$ cat config.mk
export PLATFORM = sky130hd
export DESIGN_NAME = sem_token_bank
export DESIGN_NICKNAME = d
export VERILOG_FILES = /design/src/rtl/sem_bank_pkg.sv /design/src/rtl/sem_port_decode.sv /design/src/rtl/sem_flag_fsm.sv /design/src/rtl/sem_token_bank.sv
export SDC_FILE = /design/constraint.sdc
export NUM_CORES = 1
export LEC_CHECK = 0
export CAP_MARGIN = 0
export CELL_PAD_IN_SITES_DETAIL_PLACEMENT = 0
export CELL_PAD_IN_SITES_GLOBAL_PLACEMENT = 1
export CORE_MARGIN = 4
export CORE_UTILIZATION = 40
export CTS_CLUSTER_DIAMETER = 30
export DETAILED_ROUTE_END_ITERATION = 7
export GPL_TIMING_DRIVEN = 0
export PLACE_DENSITY = 0.77
export SKIP_CTS_REPAIR_TIMING = 1
export SYNTH_ARGS = -nofsm -noshare
export SYNTH_HDL_FRONTEND = slang
export SYNTH_SLANG_ARGS = --single-unit
$ cat constraint.sdc
create_clock -name clk -period 2.7 [get_ports clk]
set_input_delay 0.54 -clock clk [delete_from_list [all_inputs] [get_ports clk]]
set_output_delay 0.54 -clock clk [all_outputs]
set_load 0.02 [all_outputs]
$ cat src/rtl/sem_bank_pkg.sv
package sem_bank_pkg;

    typedef enum logic [2:0] {
        SEM_FREE        = 3'd0,
        SEM_LEFT        = 3'd1,
        SEM_RIGHT       = 3'd2,
        SEM_LEFT_RWAIT  = 3'd3,
        SEM_RIGHT_LWAIT = 3'd4
    } sem_state_e;

endpackage

$ cat src/rtl/sem_port_decode.sv
// Turns one side's access into one-hot ask and give-back strobes per flag.
module sem_port_decode #(
    parameter int NUM_FLAGS = 8,
    parameter int IDX_W     = $clog2(NUM_FLAGS)
) (
    input  logic                 sem_n,
    input  logic                 we,
    input  logic [IDX_W-1:0]     idx,
    input  logic                 wdata,
    output logic [NUM_FLAGS-1:0] req,
    output logic [NUM_FLAGS-1:0] rel
);

    logic wr_active;
    assign wr_active = !sem_n && we;

    for (genvar k = 0; k < NUM_FLAGS; k++) begin : g_dec
        logic hit;
        assign hit    = wr_active && (idx == IDX_W'(k));
        assign req[k] = hit && !wdata;
        assign rel[k] = hit &&  wdata;
    end

endmodule

$ cat src/rtl/sem_flag_fsm.sv
// One token flag: who holds it and who waits for it.
module sem_flag_fsm
    import sem_bank_pkg::*;
(
    input  logic clk,
    input  logic rst_n,
    input  logic l_req,
    input  logic l_rel,
    input  logic r_req,
    input  logic r_rel,
    output logic l_own,
    output logic r_own,
    output logic l_pend,
    output logic r_pend
);

    sem_state_e state_q, state_d;

    always_ff @(posedge clk or negedge rst_n) begin
        if (!rst_n) state_q <= SEM_FREE;
        else        state_q <= state_d;
    end

    always_comb begin
        state_d = state_q;
        unique case (state_q)
            SEM_FREE: begin
                if (l_req && r_req) state_d = SEM_LEFT_RWAIT;
                else if (l_req)     state_d = SEM_LEFT;
                else if (r_req)     state_d = SEM_RIGHT;
            end
            SEM_LEFT: begin
                if (l_rel)      state_d = r_req ? SEM_RIGHT : SEM_FREE;
                else if (r_req) state_d = SEM_LEFT_RWAIT;
            end
            SEM_RIGHT: begin
                if (r_rel)      state_d = l_req ? SEM_LEFT : SEM_FREE;
                else if (l_req) state_d = SEM_RIGHT_LWAIT;
            end
            SEM_LEFT_RWAIT: begin
                if (l_rel && r_rel) state_d = SEM_FREE;
                else if (l_rel)     state_d = SEM_RIGHT;
                else if (r_rel)     state_d = SEM_LEFT;
            end
            SEM_RIGHT_LWAIT: begin
                if (l_rel && r_rel) state_d = SEM_FREE;
                else if (r_rel)     state_d = SEM_LEFT;
                else if (l_rel)     state_d = SEM_RIGHT;
            end
            default: state_d = SEM_FREE;
        endcase
    end

    always_comb begin
        l_own  = 1'b0;
        r_own  = 1'b0;
        l_pend = 1'b0;
        r_pend = 1'b0;
        unique case (state_q)
            SEM_FREE:        ;
            SEM_LEFT:        l_own = 1'b1;
            SEM_RIGHT:       r_own = 1'b1;
            SEM_LEFT_RWAIT:  begin l_own = 1'b1; r_pend = 1'b1; end
            SEM_RIGHT_LWAIT: begin r_own = 1'b1; l_pend = 1'b1; end
            default:         ;
        endcase
    end

endmodule

$ cat src/rtl/sem_token_bank.sv
// Two-port bank of token flags with tie-breaking and queued handover.
module sem_token_bank #(
    parameter int NUM_FLAGS = 8,
    parameter int IDX_W     = $clog2(NUM_FLAGS)
) (
    input  logic             clk,
    input  logic             rst_n,
    input  logic             l_ce_n,
    input  logic             l_sem_n,
    input  logic             l_we,
    input  logic [IDX_W-1:0] l_idx,
    input  logic             l_wdata,
    output logic             l_rdata,
    output logic             l_standby,
    input  logic             r_ce_n,
    input  logic             r_sem_n,
    input  logic             r_we,
    input  logic [IDX_W-1:0] r_idx,
    input  logic             r_wdata,
    output logic             r_rdata,
    output logic             r_standby
);

    logic [NUM_FLAGS-1:0] l_req_v, l_rel_v, r_req_v, r_rel_v;
    logic [NUM_FLAGS-1:0] l_own_v, r_own_v, l_pend_v, r_pend_v;

    sem_port_decode #(.NUM_FLAGS(NUM_FLAGS), .IDX_W(IDX_W)) u_dec_l (
        .sem_n (l_sem_n),
        .we    (l_we),
        .idx   (l_idx),
        .wdata (l_wdata),
        .req   (l_req_v),
        .rel   (l_rel_v)
    );

    sem_port_decode #(.NUM_FLAGS(NUM_FLAGS), .IDX_W(IDX_W)) u_dec_r (
        .sem_n (r_sem_n),
        .we    (r_we),
        .idx   (r_idx),
        .wdata (r_wdata),
        .req   (r_req_v),
        .rel   (r_rel_v)
    );

    for (genvar k = 0; k < NUM_FLAGS; k++) begin : g_flag
        sem_flag_fsm u_flag (
            .clk    (clk),
            .rst_n  (rst_n),
            .l_req  (l_req_v[k]),
            .l_rel  (l_rel_v[k]),
            .r_req  (r_req_v[k]),
            .r_rel  (r_rel_v[k]),
            .l_own  (l_own_v[k]),
            .r_own  (r_own_v[k]),
            .l_pend (l_pend_v[k]),
            .r_pend (r_pend_v[k])
        );
    end

    // Reads come straight from the flag state: 0 tells the caller it holds the token.
    always_comb begin
        l_rdata = l_sem_n ? 1'b1 : !l_own_v[l_idx];
        r_rdata = r_sem_n ? 1'b1 : !r_own_v[r_idx];
    end

    assign l_standby = l_ce_n && l_sem_n;
    assign r_standby = r_ce_n && r_sem_n;

endmodule

### Word-level counts from Yosys, hierarchy flattened

Index checks and enable logic that the tools add are counted.

* register bits after elaboration: 24
* input port bits: 16
* output and inout port bits: 4
* logic and storage cells: 354

* $lt $le $gt $ge: 2
* equal/unequal tests: 86
* mux-type cells: 150
* reductions and logical operators: 108

Operator list (count)
* $mux 3: 104
* $pmux 3 s5: 8
* $ne 4x1->1 const B: 24
* $logic_and 1x1->1: 68
* $eq 3x2->1 const B: 20
* $eq 3x3->1 const B: 16
* $ne 3x1->1 const B: 16
* $reduce_and 5->1: 8
* $reduce_or 2->1: 16
* $eq 3x1->1 const B: 10
* $logic_not 3->1: 10
* $mux 1: 28
* $mux 2: 8
* $lt 3x4->1 const B: 2
* $bmux 1 s3: 2
* $logic_not 1->1: 6

### Longest topological paths before layout

* depth in word-level cells: 8
* gate-level depth with buffers: 7
* mapped depth without buffers: 5

### Hierarchy

From an unflattened synthesis, not the netlist that was laid out.

* cells, all modules: 296
* area total of the unflattened synthesis: 2837.7 µm²

By module, submodules not included
* sem_flag_fsm: instances 8, cells each 29, area an instance 301.5 µm², sequential area each 75.1 µm²
* sem_port_decode: instances 2, cells each 23, area an instance 131.4 µm², sequential area each 0.0 µm²
* sem_token_bank: instances 1, cells each 18, area an instance 162.7 µm², sequential area each 0.0 µm²

### Least setup slack after synthesis

OpenSTA, ideal clock, no wires.

* path type: input to output
* from: input port l_idx[0]
* to: output port l_rdata
* data arrival time: 1.735 ns
* data required time: 2.160 ns
* setup slack: 0.425 ns
* cell stages on the path: 5
* buffers on the path: 1
* cells stage by stage: clkbuf_1 nor3b_1 a31oi_1 mux4_2 or2_2

* longest elaborated chain between the ends: 4

RTL lines
* start: declaration: RTL line sem_token_bank.sv:11 `input logic [IDX_W-1:0] l_idx,`
* $bmux 1 s3: RTL line sem_token_bank.sv:62 `l_rdata = l_sem_n ? 1'b1 : !l_own_v[l_idx];`
* $mux 1 (implied by the code): RTL line sem_token_bank.sv:62
* $logic_not 1->1: RTL line sem_token_bank.sv:62
* $mux 1: RTL line sem_token_bank.sv:62
* end: declaration: RTL line sem_token_bank.sv:13 `output logic l_rdata,`

Every way passes these cells. The select of a mux whose other input is x is not followed.

### Worst setup path after layout

Ends and elaborated chain as after synthesis.

==> impl.org <==
** Run status
- The run finished with clean final reports.

** Drt
- The routed layout has 2520 vias.
- DRC marker count from the first detailed-route iteration :: 143
- Aggregate routed wire length :: 7110 um
- For this run, the detailed router's first-pass iteration total came to 5.
- In the routed layout, each cell is associated on average with a via count of 6.07.
- After detailed routing, the average wire length per cell comes to 17.1 um.
- For this run, design rule violations remaining after detail routing come to 0.
- Antenna Nets Post-Route :: 0

** STA
- At the pin with the least slew margin, the transition time is 1.19 ns.
- Setup violations remaining at the end of the flow were counted as 0.
- Setup TNS :: 0 ns
- Ratio of final minimum period to clock period :: 0.994
- Max transition margin :: 0.202
- Timing would allow up to 373 MHz.
- Final hold analysis gives a worst-case slack of 0.593 ns.
- Setup repair after global routing could not meet its margin everywhere.
- The number of hold-slack violations in the final timing report is 0.
- The max-slew violation count was 0.
- Min Clock Period, post-route :: 2.68 ns
- Clock tree skew after final layout :: 0.00196 ns

** Clock network
- Clock Tree Root :: clkbuf_8
- Clock-pin slew was measured on the worst setup and hold paths at 0.10 ns.
- The longest clock path from root to sink contains 2 buffers.
- TritonCTS created 3 clock buffers.
- CTS built an H-tree with a depth of 1.
- TritonCTS built the clock tree.
- Number of sinks handled by clock tree synthesis :: 24
- Source-to-sink clock delay at the later pin of the worst-skew pair :: 0.28 ns

** Yosys
- For this run, the leading register cell type out of synthesis is dfrtp_1.
- During synthesis, Yosys emitted a total of 0 warnings.
- Count of flip-flops with a built-in enable after synthesis :: 0
- Summing every instance area after synthesis gives 2400 um2.
- After synthesis, the share of flip-flops with an asynchronous set or reset is 1.00.
- Each instance of the synthesized netlist takes up on average 7.40 um2.
- The number of different library cells used by synthesis comes to 59.
- Part of the Yosys area used for sequential elements :: 0.250
- Register bit total from synthesis :: 24
- Number of standard cells after synthesis :: 325
- Syn Nets :: 341

** Hold path
- For hold timing, the worst endpoint is g_flag[7].u_flag.state_q[2]$_DFFE_PN0P_.
- Counting instances, the worst hold path has a depth of 1.
- Class of the tightest hold or removal check :: reg2reg
- The startpoint identified for the worst hold timing path is g_flag[7].u_flag.state_q[0]$_DFFE_PN0P_.

** Worst setup path
- The worst setup path is of the in2out kind.
- At the worst endpoint, the required time is 2.16 ns.
- Counting cells, the worst reg-to-reg path comes to 6.
- Data arrival time of the worst path :: 2.14 ns
- Worst setup startpoint :: l_idx[0]
- Launch point of the worst reg-to-reg path :: g_flag[4].u_flag.state_q[0]$_DFFE_PN0P_
- Crit path capture type :: output port
- Kind of start point of the critical path :: primary input
- Register-to-register setup slack :: 0.76 ns
- In this run the worst path has a maximum fanout of 10.
- Capture point of the worst reg-to-reg path :: g_flag[4].u_flag.state_q[1]$_DFFE_PN0P_

** Finish
- At the end of the flow the core is filled with cells to 0.484.
- Fill cells in the final layout number 603.
- Number of flip-flops in the largest register :: 24
- Final design area excluding fillers :: 2750 um2
- Area occupied by multi-input gates :: 1670 um2
- Summing all flip-flop and latch instances after layout gives 601 um2.
- Top reg by flops :: g_flag.u_flag.state_q
- Number of diodes :: 0
- The area growth from synthesis to layout is 14.2%.
- The largest registers in the layout are g_flag.u_flag.state_q: 24 flops.
- Of the cells placed in the final design, the portion with a size suffix greater than 1 is 0.0875.
- In the final design database the tool counted 361 nets.

** Power and ir drop
- In this run the power density over the cells is 652 nW/um2.
- The design draws 0.00179 W.
- Leak Pwr :: 0.957 nW
- Worst IR drop on VDD :: 0.363 mV

** Global route
- Total congestion overflow after global routing :: 0
- Tot GR Track Use :: 0.202
- Maximum number of pins on one net before global-route repair :: 25
- Via count of the first global-routing pass :: 2438
- The initial antenna violation count is 0.
- Global-route wire length before repair :: 12100 um

** Flow run
- Max-cap violations in this run came to 0.

** Floorplan
- The floorplan has 27 rows.
- I/O Pins :: 20
- Die Outline Area :: 7320 um2
- Height of the die :: 85.5 um
- Die width :: 85.5 um
- Core Footprint :: 5680 um2
- Starting Density :: 0.424

** Placed design
- Routability-driven placement finished with a final weighted congestion of 0.856.
- Once placement finished, the instance area stood at 2670 um2.
- Dpl hpwl :: 5200 um
- The count of buffers added on input and output ports is 17.
synth_stat cells (4+ instances only):
cell / count / area (um2)
a2111oi_0: 4 / 35.0
a211oi_1: 6 / 45.0
a21oi_1: 21 / 105
a31oi_1: 12 / 75.1
clkbuf_1: 24 / 90.1
dfrtp_1: 24 / 601
inv_1: 14 / 52.6
nand2_1: 16 / 60.1
nand2b_1: 11 / 68.8
nand3_1: 4 / 20.0
nor2_1: 45 / 169
nor2b_1: 7 / 43.8
nor3_1: 25 / 125
nor4_1: 7 / 43.8
o21ai_0: 10 / 50.1
o22a_1: 5 / 43.8
o22ai_1: 9 / 56.3
xnor2_1: 8 / 70.1
xor2_1: 4 / 35.0
kinds of logic after synthesis:
logic type,after synthesis,synth area share
compound gates,92,0.261
xor+xnor,12,0.0437
buf+inv,42,0.0687
flops,24,0.250
mux,7,0.0364
simple gates,148,0.340
cell type report:
class | instances | area share
Timing Repair Buffer | 17 | 0.0638
Sequential cell | 24 | 0.219
Inverter | 14 | 0.0191
Clock buffer | 3 | 0.0150
Multi-Input combinational cell | 259 | 0.608
Buffer | 26 | 0.0424
Tap cell | 72 | 0.0328
routing by layer:
layer / vias up / wire, um / track usage
li1: 1252 / - / -
met1: 1201 / 3340 / 0.279
met2: 61 / 3390 / 0.335
met3: 6 / 318 / 0.0279
met5: - / 0 / 0
met4: 0 / 60 / 0.0460
where the power goes:
| group | switching (W) | internal, W | leakage [nW] |
|---|---|---|---|
| combinational | 0.000537 | 0.000456 | 0.635 |
| clock | 0.000133 | 0.000100 | 0.0216 |
| sequential | 0.000102 | 0.000463 | 0.301 |
stage by stage:
stage | setup WS [ns] | std cells
floorplan | 0.425 | 325
global placement | -0.836 | 414
detailed placement | -0.842 | 414
CTS | -0.859 | 417
global route | -0.119 | 415
finish | 0.0171 | 415
cells in the final DEF (no fill, tap or decap), drive strengths merged, types with 4 or more instances in the layout:
master and instances:
o22a 5, inv 14, a31oi 12, nor2b 7, nor4 7, nand2 16, nor2 45, xor2 4
mux2 4, a2111oi 4, dfrtp 24, o21ai 10, nand2b 11, clkbuf 24, a21oi 21, nor3 26
clkdlybuf4s50 13, xnor2 8, a211oi 7, o22ai 9, nand3 4, buf 6
worst max-delay path by stage:
stage | endpoint | slack (ns)
2_1_floorplan | l_rdata | 0.42
3_3_place_gp | l_rdata | -0.84
3_5_place_dp | l_rdata | -0.84
4_1_cts | l_rdata | -0.86
5_1_grt | l_rdata | -0.12
6_report | l_rdata | 0.02
critical path, cell delays in order:
cell and delay, ns:
dlymetal6s2s_1 0.18, buf_4 0.20, nor3b_1 0.20, a31oi_1 0.07, mux4_2 0.47, or2_2 0.28, dlymetal6s2s_1 0.21
No activity file was read; power rests on OpenSTA's default activity.
